--- src/rtl/cecu_pkg.sv ---
// Shared constants and event codes for the cache event counter unit.
// Assumes byte addressing with 32-bit registers placed 4 bytes apart.
package cecu_pkg;
    localparam int CTRL_OFF        = 0;   // global control register
    localparam int CFG0_OFF        = 8;   // Counter0 configuration; Counter i at CFG0_OFF - STRIDE*i
    localparam int VAL0_OFF        = 16;  // Counter0 value; Counter i at VAL0_OFF - STRIDE*i
    localparam int STRIDE          = 4;
    localparam int MODE_W          = 2;   // interrupt-mode field width (bits [1:0])
    localparam int BASE_CODE_LIMIT = 10;  // codes below this exist without the extended set

    typedef enum logic [3:0] {
        EV_NONE       = 4'h0,
        EV_EVICT      = 4'h1,
        EV_DRD_HIT    = 4'h2,
        EV_DRD_REQ    = 4'h3,
        EV_DWR_HIT    = 4'h4,
        EV_DWR_REQ    = 4'h5,
        EV_DWT_REQ    = 4'h6,
        EV_IRD_HIT    = 4'h7,
        EV_IRD_REQ    = 4'h8,
        EV_WR_ALLOC   = 4'h9,
        EV_PF_ALLOC   = 4'hA,
        EV_XPF_HIT    = 4'hB,
        EV_XPF_ALLOC  = 4'hC,
        EV_SPEC_RCV   = 4'hD,
        EV_SPEC_CONF  = 4'hE,
        EV_XPF_RCV    = 4'hF
    } event_code_e;
endpackage

--- src/rtl/cecu_regfile.sv ---
// Register file and address decode for the counter unit.
// Holds the global enable bit and one configuration word per counter.
// Produces value-register write strobes and a combinational read mux.
// Assumes single-cycle access: a write lands at the next edge, and a read
// reflects the state before that edge.
module cecu_regfile #(
    parameter int NUM_CTR = 2,
    parameter int DATA_W  = 32,
    parameter int ADDR_W  = 5,
    parameter int SRC_W   = 4,
    parameter int MODE_W  = 2
) (
    input  logic                             clk,
    input  logic                             rst_n,
    input  logic [ADDR_W-1:0]                addr_i,
    input  logic                             wr_i,
    input  logic [DATA_W-1:0]                wdata_i,
    output logic [DATA_W-1:0]                rdata_o,
    input  logic [NUM_CTR-1:0][DATA_W-1:0]   cnt_i,
    output logic                             glob_en_o,
    output logic [NUM_CTR-1:0][SRC_W-1:0]    src_o,
    output logic [NUM_CTR-1:0]               val_we_o,
    output logic [DATA_W-1:0]                val_wdata_o
);
    import cecu_pkg::*;

    localparam int CFG_W = SRC_W + MODE_W;

    logic                            en_q;
    logic [NUM_CTR-1:0][CFG_W-1:0]   cfg_q;
    logic                            ctrl_hit;
    logic [NUM_CTR-1:0]              cfg_hit;
    logic [NUM_CTR-1:0]              val_hit;

    // Decode the address into one hit per register
    always_comb begin
        ctrl_hit = (addr_i == ADDR_W'(CTRL_OFF));
        for (int i = 0; i < NUM_CTR; i++) begin
            cfg_hit[i] = (addr_i == ADDR_W'(CFG0_OFF - STRIDE * i));
            val_hit[i] = (addr_i == ADDR_W'(VAL0_OFF - STRIDE * i));
        end
    end

    // Update the control and configuration registers on writes
    always_ff @(posedge clk) begin
        if (!rst_n) begin
            en_q  <= 1'b0;
            cfg_q <= '0;
        end else if (wr_i) begin
            if (ctrl_hit) en_q <= wdata_i[0];
            for (int i = 0; i < NUM_CTR; i++)
                if (cfg_hit[i]) cfg_q[i] <= wdata_i[CFG_W-1:0];
        end
    end

    // Select the read data for the addressed register
    always_comb begin
        rdata_o = '0;
        if (ctrl_hit) rdata_o[0] = en_q;
        for (int i = 0; i < NUM_CTR; i++) begin
            if (cfg_hit[i]) rdata_o[CFG_W-1:0] = cfg_q[i];
            if (val_hit[i]) rdata_o = cnt_i[i];
        end
    end

    // Route the outputs: source fields, value write strobes and write data
    always_comb begin
        for (int i = 0; i < NUM_CTR; i++) begin
            src_o[i]    = cfg_q[i][CFG_W-1:MODE_W];
            val_we_o[i] = wr_i & val_hit[i];
        end
    end
    assign glob_en_o   = en_q;
    assign val_wdata_o = wdata_i;

    for (genvar g = 0; g < NUM_CTR; g++) begin : g_cfg_chk

        cfg_keep_chk: assert property (@(posedge clk) disable iff (!rst_n)
            (wr_i && cfg_hit[g]) |=> (cfg_q[g] == $past(wdata_i[CFG_W-1:0])));
    end


    en_write_chk: assert property (@(posedge clk) disable iff (!rst_n)
        (wr_i && ctrl_hit) |=> (en_q == $past(wdata_i[0])));
endmodule

--- src/rtl/cecu_event_sel.sv ---
// Event source selector for one counter.
// Returns high when the strobe chosen by the source code is high.
// Code 0 never selects anything. With the extended set disabled, codes at or
// above the base limit never select anything either.
module cecu_event_sel #(
    parameter int NUM_EVT         = 16,
    parameter int SRC_W           = 4,
    parameter bit EXTENDED_EVENTS = 1'b1
) (
    input  logic [NUM_EVT-1:0] strobe_i,
    input  logic [SRC_W-1:0]   src_i,
    output logic               hit_o
);
    import cecu_pkg::*;

    logic picked;

    // Pick the strobe the code points at
    always_comb picked = strobe_i[src_i];

    if (EXTENDED_EVENTS) begin : g_full
        assign hit_o = (src_i != '0) && picked;
    end else begin : g_base
        assign hit_o = (src_i != '0) && (int'(src_i) < BASE_CODE_LIMIT) && picked;
    end
endmodule

--- src/rtl/cecu_sat_counter.sv ---
// One saturating event counter with a software load port.
// A load wins over an increment in the same cycle. An increment at all ones
// is dropped, so the counter sticks at all ones.
module cecu_sat_counter #(
    parameter int DATA_W = 32
) (
    input  logic              clk,
    input  logic              rst_n,
    input  logic              inc_i,
    input  logic              load_i,
    input  logic [DATA_W-1:0] load_val_i,
    output logic [DATA_W-1:0] cnt_o
);
    localparam logic [DATA_W-1:0] FULL = '1;

    logic [DATA_W-1:0] cnt_q;

    // Load, saturating increment, or hold
    always_ff @(posedge clk) begin
        if (!rst_n)                        cnt_q <= '0;
        else if (load_i)                   cnt_q <= load_val_i;
        else if (inc_i && cnt_q != FULL)   cnt_q <= cnt_q + 1'b1;
    end

    assign cnt_o = cnt_q;


    sat_hold_chk: assert property (@(posedge clk) disable iff (!rst_n)
        (cnt_q == FULL && !load_i) |=> (cnt_q == FULL));

    load_wins_chk: assert property (@(posedge clk) disable iff (!rst_n)
        load_i |=> (cnt_q == $past(load_val_i)));

    single_step_chk: assert property (@(posedge clk) disable iff (!rst_n)
        !load_i |=> ((cnt_q - $past(cnt_q)) <= DATA_W'(1)));
endmodule

--- src/rtl/cache_event_counter_unit.sv ---
// Top level of the saturating cache event counter unit.
// Joins the register file, one event selector per counter and one saturating
// counter per counter. A counter increments when the global enable is set and
// its selected strobe is high.
module cache_event_counter_unit #(
    parameter int NUM_CTR         = 2,
    parameter int DATA_W          = 32,
    parameter int ADDR_W          = 5,
    parameter int NUM_EVT         = 16,
    parameter bit EXTENDED_EVENTS = 1'b1
) (
    input  logic               clk,
    input  logic               rst_n,
    input  logic [ADDR_W-1:0]  reg_addr_i,
    input  logic               reg_wr_i,
    input  logic [DATA_W-1:0]  reg_wdata_i,
    output logic [DATA_W-1:0]  reg_rdata_o,
    input  logic [NUM_EVT-1:0] evt_strobe_i
);
    import cecu_pkg::*;

    localparam int SRC_W = $clog2(NUM_EVT);

    logic                           glob_en;
    logic [NUM_CTR-1:0][SRC_W-1:0]  src;
    logic [NUM_CTR-1:0]             val_we;
    logic [DATA_W-1:0]              val_wdata;
    logic [NUM_CTR-1:0][DATA_W-1:0] cnt;
    logic [NUM_CTR-1:0]             hit;

    cecu_regfile #(
        .NUM_CTR(NUM_CTR), .DATA_W(DATA_W), .ADDR_W(ADDR_W),
        .SRC_W(SRC_W), .MODE_W(MODE_W)
    ) u_regs (
        .clk(clk), .rst_n(rst_n),
        .addr_i(reg_addr_i), .wr_i(reg_wr_i), .wdata_i(reg_wdata_i),
        .rdata_o(reg_rdata_o), .cnt_i(cnt), .glob_en_o(glob_en),
        .src_o(src), .val_we_o(val_we), .val_wdata_o(val_wdata)
    );

    for (genvar g = 0; g < NUM_CTR; g++) begin : g_ctr
        cecu_event_sel #(
            .NUM_EVT(NUM_EVT), .SRC_W(SRC_W), .EXTENDED_EVENTS(EXTENDED_EVENTS)
        ) u_sel (
            .strobe_i(evt_strobe_i), .src_i(src[g]), .hit_o(hit[g])
        );

        cecu_sat_counter #(.DATA_W(DATA_W)) u_cnt (
            .clk(clk), .rst_n(rst_n),
            .inc_i(glob_en & hit[g]),
            .load_i(val_we[g]), .load_val_i(val_wdata),
            .cnt_o(cnt[g])
        );


        freeze_chk: assert property (@(posedge clk) disable iff (!rst_n)
            (!glob_en && !val_we[g]) |=> $stable(cnt[g]));

        off_code_chk: assert property (@(posedge clk) disable iff (!rst_n)
            (src[g] == '0 && !val_we[g]) |=> $stable(cnt[g]));
    end
endmodule

--- config.mk ---
export PLATFORM = sky130hd
export DESIGN_NAME = cache_event_counter_unit
export DESIGN_NICKNAME = d
export VERILOG_FILES = /design/src/rtl/cecu_pkg.sv /design/src/rtl/cecu_regfile.sv /design/src/rtl/cecu_event_sel.sv /design/src/rtl/cecu_sat_counter.sv /design/src/rtl/cache_event_counter_unit.sv
export SDC_FILE = /design/constraint.sdc
export NUM_CORES = 1
export LEC_CHECK = 0
export BUFFER_PORTS_ARGS = -buffer_cell sky130_fd_sc_hd__buf_2
export CORE_MARGIN = 2
export CORE_UTILIZATION = 35
export DETAILED_ROUTE_END_ITERATION = 7
export GPL_TIMING_DRIVEN = 0
export HOLD_SLACK_MARGIN = 0.05
export SETUP_SLACK_MARGIN = 0.3
export SYNTH_ARGS = -nofsm -noshare
export SYNTH_HDL_FRONTEND = slang
export SYNTH_SLANG_ARGS = --single-unit
export TNS_END_PERCENT = 10
--- constraint.sdc ---
create_clock -name clk -period 3.2 [get_ports clk]
set_input_delay 0.48 -clock clk [delete_from_list [all_inputs] [get_ports clk]]
set_output_delay 0.48 -clock clk [all_outputs]
set_load 0.02 [all_outputs]
Word level (Yosys, flattened, before mapping)
Index checks and enable logic that the tools add are counted.
W data, S select, Z words.
{ "word_totals": {"reg_bits": 77, "latch_bits": 0, "ramBits": 0, "mem_bits_ro": 0, "output_inout_bits": 32, "wordCells": 44, "n_memories": 0} }
{ "classes": {"addsub": 2, "n_mul": 0, "n_div": 0, "order_cmp": 2, "n_eq_ne": 6, "shifts": 0, "n_mux": 13, "bitwise": 4, "reduce_logical": 12} }
{ "ops": {"columns": ["cell", "n"], "rows": [
  ["$mux W32", 6],
  ["$add A32 B1 Y32 const B", 2],
  ["$ne A32 B32 Y1 const B", 2],
  ["$mux W6", 2],
  ["$eq A5 B4 Y1 const B", 2],
  ["$lt A4 B5 Y1 const B", 2],
  ["$bmux W1 S4", 2],
  ["$reduce_bool A4 Y1", 2],
  ["$reduce_and A2 Y1", 3],
  ["$eq A5 B3 Y1 const B", 1],
  ["$eq A5 B5 Y1 const B", 1],
  ["$logic_not A5 Y1", 1],
  ["$and A1 B1 Y1", 4],
  ["$logic_and A1 B1 Y1", 4],
  ["$reduce_bool A2 Y1", 2],
  ["$mux W1", 3]
]} }

Depth between registers and ports, before layout
Gate-level depths: netlist (run 1).
{ "logic_depth": {"word_depth": 7, "mapped_depth": 9, "ltp_nobuf": 7} }

Hierarchy
From an unflattened synthesis (run 1), not the netlist that was laid out.
{ "unflattened": {"hier_cells": 700, "hier_area_um2": 5814.3} }
{ "modules_own_cells": {"columns": ["mod", "instances", "cells_per_inst", "area_each_um2", "seq_area_each_um2"], "rows": [
  ["cecu_sat_counter", 2, 255, 2058.2, 640.6],
  ["cecu_regfile", 1, 166, 1395.1, 260.2],
  ["cecu_event_sel", 2, 11, 145.1, 0.0],
  ["cache_event_counter_unit", 1, 2, 12.5, 0.0]
]} }

Least setup slack after synthesis (run 1)
No wires, ideal clock.
{ "synth_path": {"path_kind": "input port to output port", "startpoint": "input reg_addr_i[1]", "endpoint": "output reg_rdata_o[3]", "arrival_ps": 2112, "slack_ps": 608, "cell_stages": 5, "n_path_buf": 1, "cell_sequence": "or3_1 -> nor3b_1 -> clkbuf_1 -> a222oi_1 -> a21oi_1"} }
{ "synth_between": {"elab_chain_cells": 5, "word_cells_on_any_way": 8, "cone_classes": "eq/ne: 4; mux: 4"} }
{ "synth_rtl": {"columns": ["item", "line", "text"], "rows": [
  ["from (decl)", "cache_event_counter_unit.sv:14", "input logic [ADDR_W-1:0] reg_addr_i,"],
  ["$eq A5 B4 Y1", "cecu_regfile.sv:39", "cfg_hit[i] = (addr_i == ADDR_W'(CFG0_OFF - STRIDE * i));"],
  ["$mux W6", "cecu_regfile.sv:61", "if (cfg_hit[i]) rdata_o[CFG_W-1:0] = cfg_q[i];"],
  ["$mux W32", "cecu_regfile.sv:62", "if (val_hit[i]) rdata_o = cnt_i[i];"],
  ["$mux W6", "cecu_regfile.sv:61", null],
  ["$mux W32 (*)", "cecu_regfile.sv:62", null],
  ["to (decl)", "cache_event_counter_unit.sv:17", "output logic [DATA_W-1:0] reg_rdata_o,"]
]} }
Every way passes the cells marked *; elsewhere a longest branch is shown, timed or not.

Final worst setup path (run 1)
{ "layout_path": {"startpoint": "input reg_addr_i[1]", "endpoint": "output reg_rdata_o[11]"} }
{ "layout_between": {"elab_chain_cells": 3, "word_cells_on_any_way": 4, "cone_classes": "eq/ne: 2; mux: 2"} }
{ "layout_rtl": {"columns": ["item", "line", "text"], "rows": [
  ["$eq A5 B5 Y1", "cecu_regfile.sv:40", "val_hit[i] = (addr_i == ADDR_W'(VAL0_OFF - STRIDE * i));"],
  ["$mux W32", "cecu_regfile.sv:62", null],
  ["$mux W32 (*)", "cecu_regfile.sv:62", null]
]} }
Marked as above.

==> metrics.yaml, run 1 <==
timing:
  min_period_over_period_pct: 89.5
  rsz_0062_raised_after_global_routing: "yes"
  finalWorstSetupSlack_ns: 0.337
  period_needed_ns: 2.86
  skew_ns: 0.0104
  slew_viol_final: 0
  max_slew_margin_pct: 46.0
  fin_worst_hold_slack_ns: 0.410
  report.final.hold_viol_count: 0
  clock.fmax_mhz: 349
  tns_ns: 0
  setup_violating_endpoint_count_in_the_final_report: 0
  worstMarginPinSlew_ns: 0.802
routing:
  route.vias.total: 5168
  wl_per_cell_microns: 19.1
  postRouteAntennaNets: 0
  wirelength_microns: 16700
  initialDrtViolationCount: 494
  post-route-drc-count: 0
  via_per_inst: 5.91
  drt-pass1-iter-count: 7
critical_path:
  timing.critical_path.arrival_ns: 2.38
  critical_path.max_fanout: 10
  timing.critical_path.max_delay_family: "simple AND/OR/NAND/NOR gates"
  worstPathCellList: "buf_2, or3_1, nor3b_2, buf_1, a22o_1, buf_2"
  crit_path_top_delay_cell: "buf_1"
  endpoint_kind: "output pin"
  path_common_cell: "buf_2"
  timing_worst_setup_path_type: "in -> out"
  bufs_and_invs_on_worst_path: 3
  worst_ep_required_time_ns: 2.72
  crit_path_max_incr_delay_ns: 0.52
  worstSetupStartpointType: "input port"
run_status:
  outcome: "completed"
finish:
  antenna-diode-count: 0
  syn2layout_area_growth_pct: 19.5
  finish.instance_area_sq_um: 5680
  final_cells: 874
  end_of_flow_core_utilization_pct: 42.9
  fill_cells: 1381
  nNetsFinal: 752
  post_route_cells_drive_above_1_share_pct: 16.9
synthesis:
  synth-async-reset-ratio_pct: 0
  post_synth_num_cell_types: 54
  synthFlopType: "dfxtp_1"
  synth_warnings: 0
  synth.net_count: 658
  synth_area_leaders: "dfxtp_1 (32%), o21ai_0 (7.3%), xor2_1 (6.8%), a21oi_1 (6.7%), a22o_1 (4.6%)"
  syn-instance-count: 600
  yosys.cell_count.top_type: "dfxtp_1"
  synth.yosys.seq_area_share_pct: 32.4
  postSynthRegisterBits: 77
  synth_area_per_cell_sq_um: 7.92
  yosysTopAreaCellShare_pct: 32.4
  leading_post_synthesis_cells_by_instance_count: "dfxtp_1 (77), o21ai_0 (69), a21oi_1 (64)"
  synth.cell_area_sq_um: 4750
  synth_edf_count: 0
  synth.largest_area_cell: "dfxtp_1"
floorplanning:
  die_width_microns: 121
  io-pin-count: 88
  die_y_microns: 121
  floorplan.initialDensity_pct: 35.9
  rows: 42
  design.core.area_sq_um: 13200
  die_area_sq_um: 14500
global_route:
  grt_antenna_before_repair: 0
  grt_max_degree: 13
  track_usage_pct: 23.0
  number_of_global_route_vias_before_repair: 4972
  wire_length_of_the_first_global_routing_pass_microns: 26000
  grt_overflow: 0
placed_design:
  io_buffers: 83
  numPlacedInstances: 859
  place_area_sq_um: 5390
  detailedPlace.worstSlack_ns: -0.0382
  globalplace.congestion: 0.942
  post-dp-hpwl_microns: 12400
clock_network:
  cts_buffer_depth: 2
  clock_slew_seen_by_the_registers_of_the_worst_setup_and_hold_paths_ns: 0.06
  worst_skew_pair.late_latency_ns: 0.35
  cts_tree: "built"
  cts-buffers-inserted: 9
  cts_num_sinks: 77
  cts_root_buf: "clkbuf_16"
  cts.htree.levels: 3
pwr:
  worst_ir_drop_vdd_mv: 0.228
  leakagePower_nw: 1.97
  pwr_density_cell_nw_per_um2: 379
  design_power_total_mw: 2.15
run:
  maxCapViolations: 0
hold_path:
  min-delay-path-class: "in -> reg"
## cell type report
type	instances	area, sq um	share of cell area (%)
multi-input combinational	473	3010	53.0
sequential	77	1540	27.1
timing repair buffer	83	415	7.31
clock buffer	11	233	4.10
tap	176	220	3.88
buffer	42	180	3.17
clock inverter	4	50.0	0.881
inverter	8	30.0	0.529
## sequential cells by signal (all words and copies together), names as in the netlist
signal and flops:
g_ctr.u_cnt.cnt_o 64, u_regs.cfg_q 4, u_regs.glob_en_o 1, u_regs.src_o 8
## kinds of logic after synthesis
family | after synthesis | synth area share [%]
XOR/XNOR | 51 | 9.40
flip-flops | 77 | 32.4
AO/OA/AOI/OAI | 189 | 23.6
adder cells (fa/ha/maj) | 2 | 0.526
multiplexers | 12 | 3.95
buffers and inverters | 50 | 4.37
AND/OR/NAND/NOR | 219 | 25.7
## layout by cell type (no fill, tap or decap), types with 3 or more instances in the layout
cell	count
buf_2	87
dfxtp_1	77
o21ai_0	69
a21oi_1	64
nand2_1	49
nand3_1	40
xor2_1	37
clkbuf_1	34
nand4_1	29
a22o_1	25
nor2_1	24
xnor2_1	14
and3_1	13
or3_1	12
nor3_1	10
a31oi_1	10
nor4_1	9
clkbuf_16	9
inv_1	7
mux2i_1	6
nand4b_1	5
a222oi_1	5
mux4_2	4
a211oi_1	4
nor4b_1	4
and4_1	3
and2_1	3
o22ai_1	3
## layer usage
layer	global-route usage (%)	part of all wire [%]	routed length, microns
met4	7.12	1.6	274
met2	37.1	47	7800
met1	30.6	43	7250
met5	0	0	0
met3	5.14	8.4	1410
## report_power, final
| part | total, mW | switching, mW | internal, mW |
|---|---|---|---|
| clock | 1.01 | 0.416 | 0.599 |
| sequential | 0.992 | 0.0197 | 0.972 |
| combinational | 0.147 | 0.0902 | 0.0568 |
| total | 2.15 | 0.526 | 1.63 |
## final timing paths
| check | startpoint | to | slack (ns) | cells after the start |
|---|---|---|---|---|
| worst max-delay path | reg_addr_i[1] | reg_rdata_o[11] | 0.34 | 6 |
| worst min-delay path | reg_wdata_i[17] | g_ctr[1].u_cnt.cnt_o[17] | 0.41 | 3 |
| worst max register to register | g_ctr[1].u_cnt.cnt_o[0] | g_ctr[1].u_cnt.cnt_o[24] | 0.54 | 6 |
| worst min register to register | u_regs.cfg_q[7] | u_regs.cfg_q[7] | 0.46 | 2 |
## repair_timing
action | 4_1_cts | 5_1_grt
endpoints found under the setup margin | 30 | 23
hold buffers | 0 | 0
resized for setup | 2 | 3
setup buffers | 0 | 0
## worst register-to-register path: stages (launching register included)
cell and delay (ns):
dfxtp_1 0.47, ha_1 0.26, nand2_1 0.10, nor4_1 0.71, nand4b_1 0.35, or3_1 0.39, a311oi_1 0.29
(Power assumes the default switching activity.)
==> run 2: changes to the inputs <==
- SYNTH_HIERARCHICAL: default -> 1
==> metrics.yaml, run 2 <==
timing:
  report.final.hold_viol_count: 0  # unchanged
  clock.fmax_mhz: 357  # +2.3%
  min_period_over_period_pct: 87.5  # -2.0 points
  skew_ns: 0.00741  # -0.00296 ns
  max_slew_margin_pct: 48.2  # +2.2 points
  worstMarginPinSlew_ns: 0.771  # -0.0313 ns
  slew_viol_final: 0  # unchanged
  setup_violating_endpoint_count_in_the_final_report: 0  # unchanged
  fin_worst_hold_slack_ns: 0.403  # -0.00690 ns
  rsz_0062_raised_after_global_routing: "yes"
  period_needed_ns: 2.80  # -0.0639 ns
global_route:
  grt_overflow: 0  # unchanged
  use_met2_pct: 36.8  # -0.30 points
  grt.busiest_layer: "met2"
  globalRouteMet3Util_pct: 4.90  # -0.24 points
  met1_usage_pct: 32.0  # +1.4 points
  grt_antenna_before_repair: 0  # unchanged
  wire_length_of_the_first_global_routing_pass_microns: 31800  # +22%
  grt_max_degree: 17  # +4
  number_of_global_route_vias_before_repair: 5649  # +14%
  track_usage_pct: 23.4  # +0.40 points
floorplanning:
  die_width_microns: 133  # +10%
  die_y_microns: 133  # +10%
  io-pin-count: 88  # unchanged
  floorplan.initialDensity_pct: 35.4  # -0.46 points
  design.core.area_sq_um: 16400  # +24%
  die_area_sq_um: 17700  # +22%
  rows: 47  # +12%
synthesis:
  yosys.cell_count.top_type: "o21ai_0"
  yosysTopAreaCellShare_pct: 26.5  # -5.9 points
  postSynthRegisterBits: 77  # unchanged
  leading_post_synthesis_cells_by_instance_count: "o21ai_0 (78), dfxtp_1 (77), buf_4 (42)"
  syn-instance-count: 700  # +17%
  synth.cell_area_sq_um: 5810  # +22%
  synth_area_leaders: "dfxtp_1 (27%), o21ai_0 (6.7%), buf_4 (5.4%), a22o_1 (4.7%), a31oi_1 (3.7%)"
  synth-async-reset-ratio_pct: 0  # unchanged
  synthFlopType: "dfxtp_1"
  synth.largest_area_cell: "dfxtp_1"
  synth.net_count: 758  # +15%
  synth_warnings: 6  # +6
  post_synth_num_cell_types: 64  # +19%
  synth.yosys.seq_area_share_pct: 26.5  # -5.9 points
  synth_edf_count: 0  # unchanged
  synth_area_per_cell_sq_um: 8.31  # +4.8%
finish:
  mostFrequentLayoutCells: "o21ai_0 (78), dfxtp_1 (77), buf_2 (64)"
  largest_register_ffs: 64  # unchanged
  antenna-diode-count: 0  # unchanged
  post_route_cells_drive_above_1_share_pct: 22.9  # +6.0 points
  end_of_flow_core_utilization_pct: 41.4  # -1.5 points
  nNetsFinal: 830  # +10%
  most_common_cell_after_layout_fill_and_taps_aside: "o21ai_0"
  syn2layout_area_growth_pct: 16.7
pwr:
  worst_ir_drop_vdd_mv: 0.253  # +11%
  leakagePower_nw: 2.37  # +20%
  pwr_density_cell_nw_per_um2: 335  # -12%
clock_network:
  clock_slew_seen_by_the_registers_of_the_worst_setup_and_hold_paths_ns: 0.06  # about the same
  cts_root_buf: "clkbuf_16"
  worst_skew_pair.late_latency_ns: 0.35  # about the same
  ctsHoldBuffers: 0  # unchanged
  cts_buffer_depth: 2  # unchanged
  cts.htree.levels: 3  # unchanged
  cts-buffers-inserted: 9  # unchanged
  cts_tree: "built"
  cts_num_sinks: 77  # unchanged
routing:
  wl_per_cell_microns: 20.9  # +9.4%
  drt-pass1-iter-count: 5  # -2
  via_per_inst: 6.09  # +2.9%
  post-route-drc-count: 0  # unchanged
  postRouteAntennaNets: 0  # unchanged
  route.vias.total: 6067  # +17%
  wirelength_microns: 20900  # +25%
  initialDrtViolationCount: 598  # +21%
placed_design:
  globalplace.congestion: 0.912  # -3.3%
  io_buffers: 60  # -28%
  post-dp-hpwl_microns: 16000  # +29%
hold_path:
  min-delay-path-class: "in -> reg"
run_status:
  outcome: "completed"
critical_path:
  endpoint_kind: "flip-flop"
  critical_path.max_fanout: 7  # -3
  worstPathCellList: "buf_4, mux4_1, nor2b_1, o31ai_2, and2_4, inv_1, nor4_4, o311ai_4, or3_1, a31oi_1"
  timing_worst_setup_path_type: "reg -> reg"
  crit_path_max_incr_delay_ns: 0.46  # -0.06 ns
  worstSetupStartpointType: "flip-flop"
  worst_ep_required_time_ns: 3.48  # +0.76 ns
  timing.critical_path.arrival_ns: 3.08  # +0.70 ns
  crit_path_top_delay_cell: "nor4_4"
run:
  maxCapViolations: 0  # unchanged
==> run 2: cell types whose count changed after synthesis, sizes merged, moves of 13 or more <==
cell,before,now
a21oi,64,27
xor2,37,6
nand3,40,25
o31ai,0,24
nand2,49,34
buf,7,50
a31oi,10,34
and4,3,18
nor2b,2,21
or4,2,18
inv,7,20
o21ai,69,82
==> run 2: cells by family (layout without fill, tap and decap cells) <==
group / after synthesis / count (layout) / synth area share [%]
buffers and inverters: 96 / 173 / 9.51
AOI/OAI and AO/OA: 246 / 246 / 29.9
adders and majority gates: 2 / 2 / 0.430
muxes: 23 / 23 / 5.42
xor gates and xnor gates: 12 / 12 / 1.81
DFF: 77 / 77 / 26.5
and+or+nand+nor: 244 / 244 / 26.4
==> run 2: path summary, 6_finish.rpt <==
kind / start / endpoint / slack, ns / cells past startpoint
max: u_regs/src_o[4] / g_ctr[1].u_cnt/cnt_o[29] / 0.40 / 10
min: reg_wdata_i[11] / g_ctr[1].u_cnt/cnt_o[11] / 0.40 / 3
max reg2reg: u_regs/src_o[4] / g_ctr[1].u_cnt/cnt_o[29] / 0.40 / 10
min reg2reg: u_regs/cfg_q[0] / u_regs/cfg_q[0] / 0.51 / 2
==> run 2: through the flow <==
| stage | cells | setup slack [ns] | TNS, ns | power [mW] | cell area (sq um) |
|---|---|---|---|---|---|
| finish | 997 | 0.401 | 0 | 2.27 | 6790 |
| global route | 997 | 0.218 | 0 | 2.34 | 6790 |
| CTS | 996 | 0.246 | 0 | 2.28 | 6750 |
| detailed placement | 980 | -0.0613 | -0.103 | 1.19 | 6390 |
| global placement | 980 | -0.0272 | -0.0506 | 1.19 | 6390 |
| floorplan | 700 | 0.552 | 0 | 1.12 | 5810 |
==> run 2: critical path, delay by kind of cell, from the launching register on <==
kind	cells	cell delay, ns
mux	1	0.32
compound gates	3	0.62
flops	1	0.33
buf+inv	2	0.29
simple gates	4	1.16
==> run 2: where the power goes <==
| group | leakage (nW) | switching (mW) | total [mW] | internal [mW] |
|---|---|---|---|---|
| Sequential | 0.621 | 0.0185 | 0.988 | 0.969 |
| Combinational | 1.59 | 0.105 | 0.189 | 0.0837 |
| Clock | 0.152 | 0.428 | 1.10 | 0.667 |
| Total | 2.37 | 0.551 | 2.27 | 1.72 |
==> run 2: repair_timing <==
item | 4_1_cts | 5_1_grt
gates resized for setup | 9 | 5
buffers inserted | 0 | 1
setup endpoints to repair | 35 | 33
pin swaps | 0 | 2
==> run 2: per-layer routing <==
layer	vias to the layer above	part of all wire [%]
li1	2851	-
met1	2891	44
met2	286	45
met3	39	8.5
met4	0	2.5
met5	-	0
==> run 2: final cells by class <==
cell class,count,area (sq um)
multi-input combinational,527,3800
sequential,77,1540
clock buffer,13,270
timing repair buffer,61,308
tap,220,275
inverter,20,75.1
buffer,76,478
fill,1728,9620
clock inverter,3,42.5
==> run 3: changes to the inputs <==
- CORE_ASPECT_RATIO: default -> 1.1
==> metrics.yaml, run 3 (same netlist as run 2, synthesis figures left out) <==
run_status:
  outcome: "completed"
floorplanning:
  io-pin-count: 88  # unchanged
  die_width_microns: 127  # -4.5%
  rows: 49  # +4.3%
  floorplan.initialDensity_pct: 35.7  # +0.21 points
  design.core.area_sq_um: 16300  # -0.60%
  die_area_sq_um: 17700  # about the same
  die_y_microns: 139  # +4.7%
clock_network:
  cts_tree: "built"
  cts_setup_buffers: 0  # unchanged
  clock_slew_seen_by_the_registers_of_the_worst_setup_and_hold_paths_ns: 0.07  # about the same
  cts-buffers-inserted: 9  # unchanged
  cts.htree.levels: 3  # unchanged
  cts_num_sinks: 77  # unchanged
  worst_skew_pair.late_latency_ns: 0.35  # about the same
  ctsHoldBuffers: 0  # unchanged
  cts_buffer_depth: 2  # unchanged
  cts_root_buf: "clkbuf_16"
critical_path:
  endpoint_kind: "flip-flop"
  worst_ep_required_time_ns: 3.41  # -0.07 ns
  worstSetupStartpointType: "flip-flop"
  crit_path_max_incr_delay_ns: 0.52  # +0.06 ns
  critical_path.max_fanout: 7  # unchanged
  worstPathCellList: "buf_4, mux4_1, nor2b_1, o31ai_2, and2_4, nand2_1, or4_4, a2111oi_4, xnor2_1, a21oi_1"
  timing.critical_path.arrival_ns: 3.06  # -0.02 ns
  crit_path_top_delay_cell: "or4_4"
  timing_worst_setup_path_type: "reg -> reg"
  r2r-start: "u_regs/src_o[4]"
  worstSetupStartpoint: "u_regs/src_o[4]"
placed_design:
  globalplace.congestion: 0.888  # -2.6%
  place_area_sq_um: 6370  # -0.31%
  post-dp-hpwl_microns: 16000  # +0.40%
  io_buffers: 60  # unchanged
  detailedPlace.worstSlack_ns: -0.0179  # +0.0434 ns
global_route:
  track_usage_pct: 23.4  # +0.047 points
  grt_antenna_before_repair: 0  # unchanged
  grt.busiest_layer: "met2"
  use_met2_pct: 36.7  # -0.14 points
  grt_max_degree: 17  # unchanged
  met1_usage_pct: 31.3  # -0.68 points
  globalRouteMet3Util_pct: 5.52  # +0.61 points
  grt_overflow: 0  # unchanged
  number_of_global_route_vias_before_repair: 5743  # +1.7%
  wire_length_of_the_first_global_routing_pass_microns: 32000  # +0.54%
pwr:
  pwr_density_cell_nw_per_um2: 332  # -0.94%
  worst_ir_drop_vdd_mv: 0.273  # +8.1%
  design_power_total_mw: 2.24  # -1.3%
  leakagePower_nw: 2.35  # -0.53%
timing:
  period_needed_ns: 2.85  # +0.0549 ns
  worstMarginPinSlew_ns: 0.764  # -0.00724 ns
  fin_worst_hold_slack_ns: 0.395  # -0.00740 ns
  max_slew_margin_pct: 48.6  # +0.49 points
  tns_ns: 0  # unchanged
  report.final.hold_viol_count: 0  # unchanged
  finalWorstSetupSlack_ns: 0.346  # -0.0550 ns
  rsz_0062_raised_after_global_routing: "yes"
  clock.fmax_mhz: 350  # -1.9%
  min_period_over_period_pct: 89.2  # +1.7 points
  skew_ns: 0.0115  # +0.00405 ns
  slew_viol_final: 0  # unchanged
  setup_violating_endpoint_count_in_the_final_report: 0  # unchanged
hold_path:
  min-delay-path-class: "in -> reg"
  timing.hold.worst.start: "reg_wdata_i[9]"
finish:
  largest_register_ffs: 64  # unchanged
  mostFrequentLayoutCells: "o21ai_0 (78), dfxtp_1 (77), buf_2 (64)"
  antenna-diode-count: 0  # unchanged
  finish.instance_area_sq_um: 6760  # -0.41%
  most_common_cell_after_layout_fill_and_taps_aside: "o21ai_0"
  syn2layout_area_growth_pct: 16.3
  nNetsFinal: 829  # -0.12%
  post_route_cells_drive_above_1_share_pct: 22.7  # -0.23 points
routing:
  postRouteAntennaNets: 0  # unchanged
  wl_per_cell_microns: 21.4  # +2.0%
  post-route-drc-count: 0  # unchanged
  drt-pass1-iter-count: 6  # +1
  wirelength_microns: 20900  # +0.23%
  route.vias.total: 6146  # +1.3%
  initialDrtViolationCount: 694  # +16%
  via_per_inst: 6.27  # +3.1%
run:
  maxCapViolations: 0  # unchanged
[run 3: changes by cell type in the layout (fill, tap and decap cells not counted), sizes merged]
cell,delta
clkbuf,-2
buf,-1
clkinv,+2
[run 3: final timing paths]
kind	end	slack, ns	cells past startpoint
worst max register to register	g_ctr[1].u_cnt/cnt_o[30]	0.35	10
worst min register to register	u_regs/cfg_q[7]	0.53	2
worst min-delay path	g_ctr[0].u_cnt/cnt_o[9]	0.40	3
worst max-delay path	g_ctr[1].u_cnt/cnt_o[30]	0.35	10
[run 3: where the power goes]
group          internal, mW  leakage [nW]  total (mW)  switching (mW)
sequential            0.969         0.621       0.988          0.0188
combinational        0.0836          1.59       0.189           0.105
clock                 0.627         0.146        1.06           0.437
[run 3: stage by stage]
step           util [%]  cells
2_1_floorplan         -    700
3_3_place_gp       39.1    964
3_5_place_dp       39.1    964
4_1_cts            41.3    980
5_1_grt            41.5    980
6_report           41.5    980
[run 3: timing repair]
item / 4_1_cts / 5_1_grt
pin swaps: 0 / 1
endpoints found under the setup margin: 35 / 21
gates resized for setup: 10 / 4
[run 3: worst max-delay path: cells and delay by family (launching register included)]
family | cells | cell delay [ns]
AO/OA/AOI/OAI | 3 | 0.70
buffers and inverters | 1 | 0.17
flip-flops | 1 | 0.34
multiplexers | 1 | 0.32
AND/OR/NAND/NOR | 4 | 1.02
XOR/XNOR | 1 | 0.16
[run 3: routing by layer]
metal / vias to the layer above / share of wire, %
met2: 311 / 45
li1: 2850 / -
met1: 2930 / 43
met5: - / 0
met3: 55 / 8.5
met4: 0 / 3.3
[run 3: area by class of cell]
cell class | count | area (sq um)
clock inverter | 5 | 60.1
sequential | 77 | 1540
tap | 204 | 255
buffer | 76 | 478
timing repair buffer | 60 | 300
inverter | 20 | 75.1
multi-input combinational | 527 | 3810
clock buffer | 11 | 243
fill | 1721 | 9550
